### src/rtl/cmul3.sv
module cmul3 #(
  parameter int AW = 26,
  parameter int BW = 17,
  localparam int PW = AW + BW + 2
) (
  input  logic                 clk,
  input  logic                 rst_n,
  input  logic                 in_valid,
  input  logic signed [AW-1:0] x_re,
  input  logic signed [AW-1:0] x_im,
  input  logic signed [BW-1:0] y_re,
  input  logic signed [BW-1:0] y_im,
  output logic                 out_valid,
  output logic signed [PW-1:0] z_re,
  output logic signed [PW-1:0] z_im
);
  localparam int LAT = 4;
  localparam int XW  = AW + 1;
  localparam int YW  = BW + 1;

  logic [LAT-1:0] vpipe;

  logic signed [AW-1:0] a0, b0, a1, b1;
  logic signed [BW-1:0] c0, d0, d1;
  logic signed [XW-1:0] ab_dif;
  logic signed [YW-1:0] cd_dif, cd_sum;
  logic signed [PW-1:0] p_shr, p_re, p_im;

  always_ff @(posedge clk) begin
    if (!rst_n) vpipe <= '0;
    else        vpipe <= {vpipe[LAT-2:0], in_valid};
  end

  assign out_valid = vpipe[LAT-1];

  always_ff @(posedge clk) begin
    if (!rst_n) begin
      a0 <= '0; b0 <= '0; c0 <= '0; d0 <= '0;
      a1 <= '0; b1 <= '0; d1 <= '0;
      ab_dif <= '0; cd_dif <= '0; cd_sum <= '0;
      p_shr <= '0; p_re <= '0; p_im <= '0;
      z_re <= '0; z_im <= '0;
    end else begin
      a0 <= x_re;
      b0 <= x_im;
      c0 <= y_re;
      d0 <= y_im;

      ab_dif <= XW'(a0) - XW'(b0);
      cd_dif <= YW'(c0) - YW'(d0);
      cd_sum <= YW'(c0) + YW'(d0);
      a1 <= a0;
      b1 <= b0;
      d1 <= d0;

      p_shr <= PW'(ab_dif) * PW'(d1);
      p_re  <= PW'(cd_dif) * PW'(a1);
      p_im  <= PW'(cd_sum) * PW'(b1);

      z_re <= p_re + p_shr;
      z_im <= p_im + p_shr;
    end
  end
endmodule


### config.mk
export PLATFORM = sky130hd
export DESIGN_NAME = cmul3
export DESIGN_NICKNAME = d
export VERILOG_FILES = /design/src/rtl/cmul3.sv
export SDC_FILE = /design/constraint.sdc
export NUM_CORES = 2
export LEC_CHECK = 0
export CAP_MARGIN = 20
export CORE_UTILIZATION = 48
export CTS_CLUSTER_SIZE = 8
export DETAILED_ROUTE_END_ITERATION = 10
export GPL_TIMING_DRIVEN = 0
export PLACE_DENSITY = 0.75
export RECOVER_POWER = 25
export SLEW_MARGIN = 20
export SYNTH_ARGS = -nofsm -noshare
export SYNTH_HDL_FRONTEND = slang
export SYNTH_SLANG_ARGS = --single-unit
### constraint.sdc
create_clock -name clk -period 9.2 [get_ports clk]
set_clock_uncertainty 0.15 [all_clocks]
set_input_delay 2.76 -clock clk [delete_from_list [all_inputs] [get_ports clk]]
set_output_delay 2.76 -clock clk [all_outputs]
set_load 0.02 [all_outputs]
# Yosys cells after proc, flatten, opt, wreduce, memory -nomap -nowiden

Index checks and enable logic that the tools add are counted.

Register bits: 447
Input port bits: 89
Output and inout port bits: 91
Word-level logic and storage cells: 24

Add/subtract/negate cells: 5
Multipliers: 3

Operators by type and width:

| kind                         | number |
|---|---|
| adder 45 bit                 | 2 |
| multiplier 18 x 26 -> 44 bit | 2 |
| multiplier 27 x 17 -> 44 bit | 1 |
| subtractor 26 x 26 -> 27 bit | 1 |
| adder 17 x 17 -> 18 bit      | 1 |
| subtractor 17 x 17 -> 18 bit | 1 |

# Depth between registers and ports, before layout

Word-level depth: 1
Gate-level depth with buffers: 27
Gate-level depth less buffers: 25

# Worst setup path before layout

Ideal clock, no wire load.

Kind: register to register
Start point: register a1[9]
End point: register p_re[33]
Setup time: 0.128 ns
Data arrival time: 6.394 ns
Data required time: 8.922 ns
Path slack: 2.529 ns
Stages on the path, launching flop included: 25
Buffers on the path: 2
Period minus slack after synthesis: 6.671 ns
Cell sequence: dfxtp_1 clkbuf_1 clkbuf_1 nand2_1 fa_1 inv_1 fa_1 fa_1 fa_1 fa_1 inv_1 fa_1 inv_1 ha_1 a21oi_1 o21ai_1 a41o_1 a21oi_1 nor3b_1 a211oi_1 a311o_1 a2111oi_0 o21bai_1 xnor2_1 nor2_1

Cells in the longest elaborated chain, start to end: 1

Ends and longest elaborated chain:

| element                      | line | RTL |
|---|---|---|
| start: declaration           | 23   | `logic signed [AW-1:0] a0, b0, a1, b1;` |
| start signal: assignment     | 39   | `a1 <= '0; b1 <= '0; d1 <= '0;` |
| start signal: assignment     | 52   | `a1 <= a0;` |
| multiplier 18 x 26 -> 44 bit | 57   | `p_re <= PW'(cd_dif) * PW'(a1);` |
| end signal: assignment       | 57   |  |
| end: declaration             | 27   | `logic signed [PW-1:0] p_shr, p_re, p_im;` |

Every way passes these cells.
A chain may end at the register's enable or synchronous reset.

==> reports/qor.csv <==
stage;metric;value;unit
global_route;vias in the first global route;54012;
power_and_ir_drop;Gate power share;0.571;
route;Final Routed Wirelength;212;mm
final_layout;nets;9536;
placed_design;hpwl dp;180;mm
timing;TNS Setup;0;ns
clock_tree;clock slew at reported path FFs;0.05;ns
timing;Worst slew margin;0.00495;
global_route;GRT overflow;0;
floorplanning;DIE WIDTH;375;um
power_and_ir_drop;leakage power;0.0359;uW
route;Routed Antenna Nets;0;
route;drt drc;0;
power_and_ir_drop;clock network fraction of design power;0.196;
logic_synthesis;Post-Synth Simple-Gate Area;0.167;
setup_path;CP required;9.61;ns
power_and_ir_drop;Worst VDD drop;0.000193;V
global_route;initial antenna violation count;21;
floorplanning;starting density of the core;0.485;
logic_synthesis;top_reg_cell synth;dfxtp_1;
floorplanning;# rows;136;
global_route;GRT Overall Usage;0.308;
floorplanning;num ports;180;
logic_synthesis;post-synthesis mux area share;0.00169;
clock_tree;depth of the CTS H-tree;3;
logic_synthesis;Yosys cell types;86;
power_and_ir_drop;Sw Pwr;5650;uW
run_status;result of the run;complete, but fails checks;
logic_synthesis;Seq/Total Area, Yosys;0.133;
run;Maximum Capacitance Violations;1;
power_and_ir_drop;Cell Int Power;6230;uW
logic_synthesis;Post-synth ARST share;0;
setup_path;Worst EP arrival;8.98;ns
logic_synthesis;Post-synth EDFFs;0;
clock_tree;# clock sinks;443;
timing;final critical-path required period;8.57;ns
floorplanning;die area;141000;um2
placed_design;IO Port Bufs;178;
route;initial drt markers;4871;
floorplanning;Core Region;138000;um2
route;DR WL/cell;22.5;um
timing;crit share post-route;0.931;
clock_tree;clock latency on the worst-skew pair;0.66;ns
worst_hold_path;Hold Crit Class;reg -> reg;
route;TritonRoute pass-1 iters;7;
clock_tree;Post-CTS Hold Fix Bufs;0;
clock_tree;CTS tree;built;
timing;final hold violations;0;
logic_synthesis;largest family of logic cells by synthesized area;adder cells;
timing;final slew viol count;0;
power_and_ir_drop;register share of total power;0.233;
logic_synthesis;adder-cell area share of the yosys netlist;0.498;
timing;FMAX;0.117;GHz
setup_path;crit-path max FO;10;
final_layout;share of cells above drive strength 1;0.0149;
run_status;failing checks;capacitance limit;
timing;RSZ-0062 raised after global routing;false;
clock_tree;Post-CTS Setup Repair Bufs;0;
logic_synthesis;Synth warnings;0;
setup_path;Crit Path Category;reg -> reg;
logic_synthesis;Synth Instances;7364;
timing;# setup viols final;0;
logic_synthesis;area of the mapped netlist;66800;um2
final_layout;Final Util;0.528;
placed_design;Final Wtd Congestion;1.02;
power_and_ir_drop;pwr dens;163;nW/um2
clock_tree;Resize count post-CTS;0;
global_route;largest net degree at the start of global routing;12;
setup_path;Crit. End Element;flip-flop;
timing;Worst-Margin Slew;1.49;ns
setup_path;startpoint types;flip-flop;
global_route;global-route wire length before repair;322;mm
clock_tree;TritonCTS buffer count;67;
floorplanning;Die H;375;um
logic_synthesis;Compound-Gate Fraction of Synth Area;0.0664;
logic_synthesis;XOR/XNOR Fraction of Synth Area;0.0295;
clock_tree;maximum clock insertion buffer count;3;
route;Via density;5.48;
final_layout;area delta synth->final;8.91;%
logic_synthesis;Yosys reg bits;443;
logic_synthesis;Avg Cell Area, Syn;9.07;um2
route;via count;51659;
logic_synthesis;Net Count, Synth;9289;
power_and_ir_drop;switching share of power;0.476;
clock_tree;clk root buf;clkbuf_16;
[layout make-up]
class / instances / area (um2)
antenna: 8 / 20.0
buffer: 299 / 1120
clock buffer: 76 / 1780
clock inverter: 8 / 126
fill: 12487 / 64900
inverter: 1570 / 5890
multi-input combinational: 5052 / 50900
sequential: 443 / 8870
tap: 1794 / 2240
timing repair buffer: 178 / 1780
[cells in the mapped netlist (all sizes together), types with 4 or more instances]
library cell | n | area share
nand2b | 62 | 0.0058
or3 | 14 | 0.0014
and3 | 28 | 0.0026
inv | 1568 | 0.088
a21o | 135 | 0.015
nor2 | 401 | 0.023
xnor2 | 129 | 0.017
and2 | 703 | 0.066
nand2 | 892 | 0.050
dfxtp | 443 | 0.13
mux2i | 9 | 0.0013
o41ai | 6 | 0.00090
fa | 1365 | 0.41
o21bai | 33 | 0.0037
clkbuf | 296 | 0.017
nor2b | 38 | 0.0036
nor3b | 11 | 0.0012
a31o | 4 | 0.00066
a21boi | 16 | 0.0018
o31a | 4 | 0.00052
a41oi | 4 | 0.00052
a211oi | 21 | 0.0024
nand3 | 43 | 0.0032
o21ai | 118 | 0.0090
nor3 | 59 | 0.0044
or4 | 6 | 0.00067
a211o | 6 | 0.00081
a31oi | 33 | 0.0035
a2111oi | 9 | 0.0014
nor4 | 6 | 0.00056
a221oi | 5 | 0.00075
nand4 | 21 | 0.0021
or2 | 8 | 0.00075
o2111ai | 5 | 0.00066
ha | 471 | 0.088
o21a | 29 | 0.0033
and4 | 4 | 0.00052
o31ai | 7 | 0.00086
xor2 | 96 | 0.013
a21oi | 197 | 0.015
o211ai | 14 | 0.0017
[placed cells by master, fill, tap and decap left out, types with 28 or more instances in the layout]
cell,count
and2_1,661
o21a_1,29
a31oi_1,31
xnor2_1,129
ha_1,471
clkdlybuf4s50_1,178
dfxtp_1,443
xor2_1,96
inv_1,1568
a21o_1,135
and2_0,42
clkbuf_16,69
a21oi_1,193
nand3_1,43
o21bai_1,33
and3_1,28
nor2_1,401
fa_1,1365
nand2b_1,62
nand2_1,892
nor2b_1,38
nor3_1,59
clkbuf_1,300
o21ai_0,113
[power by group through the flow]
stage / registers, uW / clock network (uW) / logic (uW)
floorplan: 2650 / 0 / 4310
global placement: 2770 / 0 / 6540
detailed placement: 2770 / 0 / 6660
CTS: 2740 / 2340 / 6710
global route: 2770 / 2430 / 7440
finish: 2770 / 2330 / 6780
[worst max-delay path, cell delays in order (launching register included)]
cell and delay, ns:
dfxtp_1 0.37, clkbuf_1 0.31, clkbuf_1 0.86, nand2_1 0.18
fa_1 0.58, inv_1 0.06, fa_1 0.50, inv_1 0.05
fa_1 0.52, fa_1 0.53, inv_1 0.06, fa_1 0.53
inv_1 0.05, fa_1 0.47, inv_1 0.04, ha_1 0.34
or2_2 0.32, a21oi_1 0.27, a211oi_1 0.09, a21oi_1 0.42
a21oi_1 0.38, o211ai_1 0.36, a31oi_1 0.20, or4_1 0.45
and3_1 0.19, nor3_1 0.17
[sequential cells by signal (all words and copies together), names as in the netlist]
name,cells
z_im,45
z_re,45
p_im,44
p_re,44
p_shr,44
ab_dif,27
a0,26
a1,26
b0,26
b1,26
cd_dif,18
c0,17
cd_sum,17
d0,17
d1,17
vpipe,4
[cell families after synthesis]
kind of cell / count (synthesis)
and+or+nand+nor: 2308
xor gates and xnor gates: 225
buffers and inverters: 1869
DFF: 443
adders and majority gates: 1836
AOI/OAI and AO/OA: 672
muxes: 11
[per-layer routing]
metal / part of all wire / global-route usage / vias to the layer above
met3: 0.12 / 0.0861 / 641
met2: 0.43 / 0.462 / 2740
met4: 0.068 / 0.174 / 8
met5: 0.00026 / 0 / -
li1: - / - / 22484
met1: 0.39 / 0.399 / 25786
[through the flow]
stage | hold slack (ns) | worst slack, ns | cell area (um2) | cells | power (uW)
after floorplan | 0.262 | 2.53 | 66800 | 7364 | 6970
after global placement | 0.274 | 0.935 | 70800 | 9336 | 9300
after detailed placement | 0.269 | 0.869 | 70800 | 9336 | 9430
after CTS | 0.290 | 0.838 | 72700 | 9420 | 11800
after global routing | 0.310 | 0.313 | 72700 | 9421 | 12600
final | 0.287 | 0.631 | 72700 | 9428 | 11900
[path summary, 6_finish.rpt]
kind	startpoint	end	slack, ns	depth (start not counted)
max	cd_dif[0]	p_im[41]	0.63	25
min	vpipe[2]	vpipe[3]	0.29	1
max reg2reg	cd_dif[0]	p_im[41]	0.63	25
min reg2reg	vpipe[2]	vpipe[3]	0.29	1
Power figures use the tool's default switching activity.
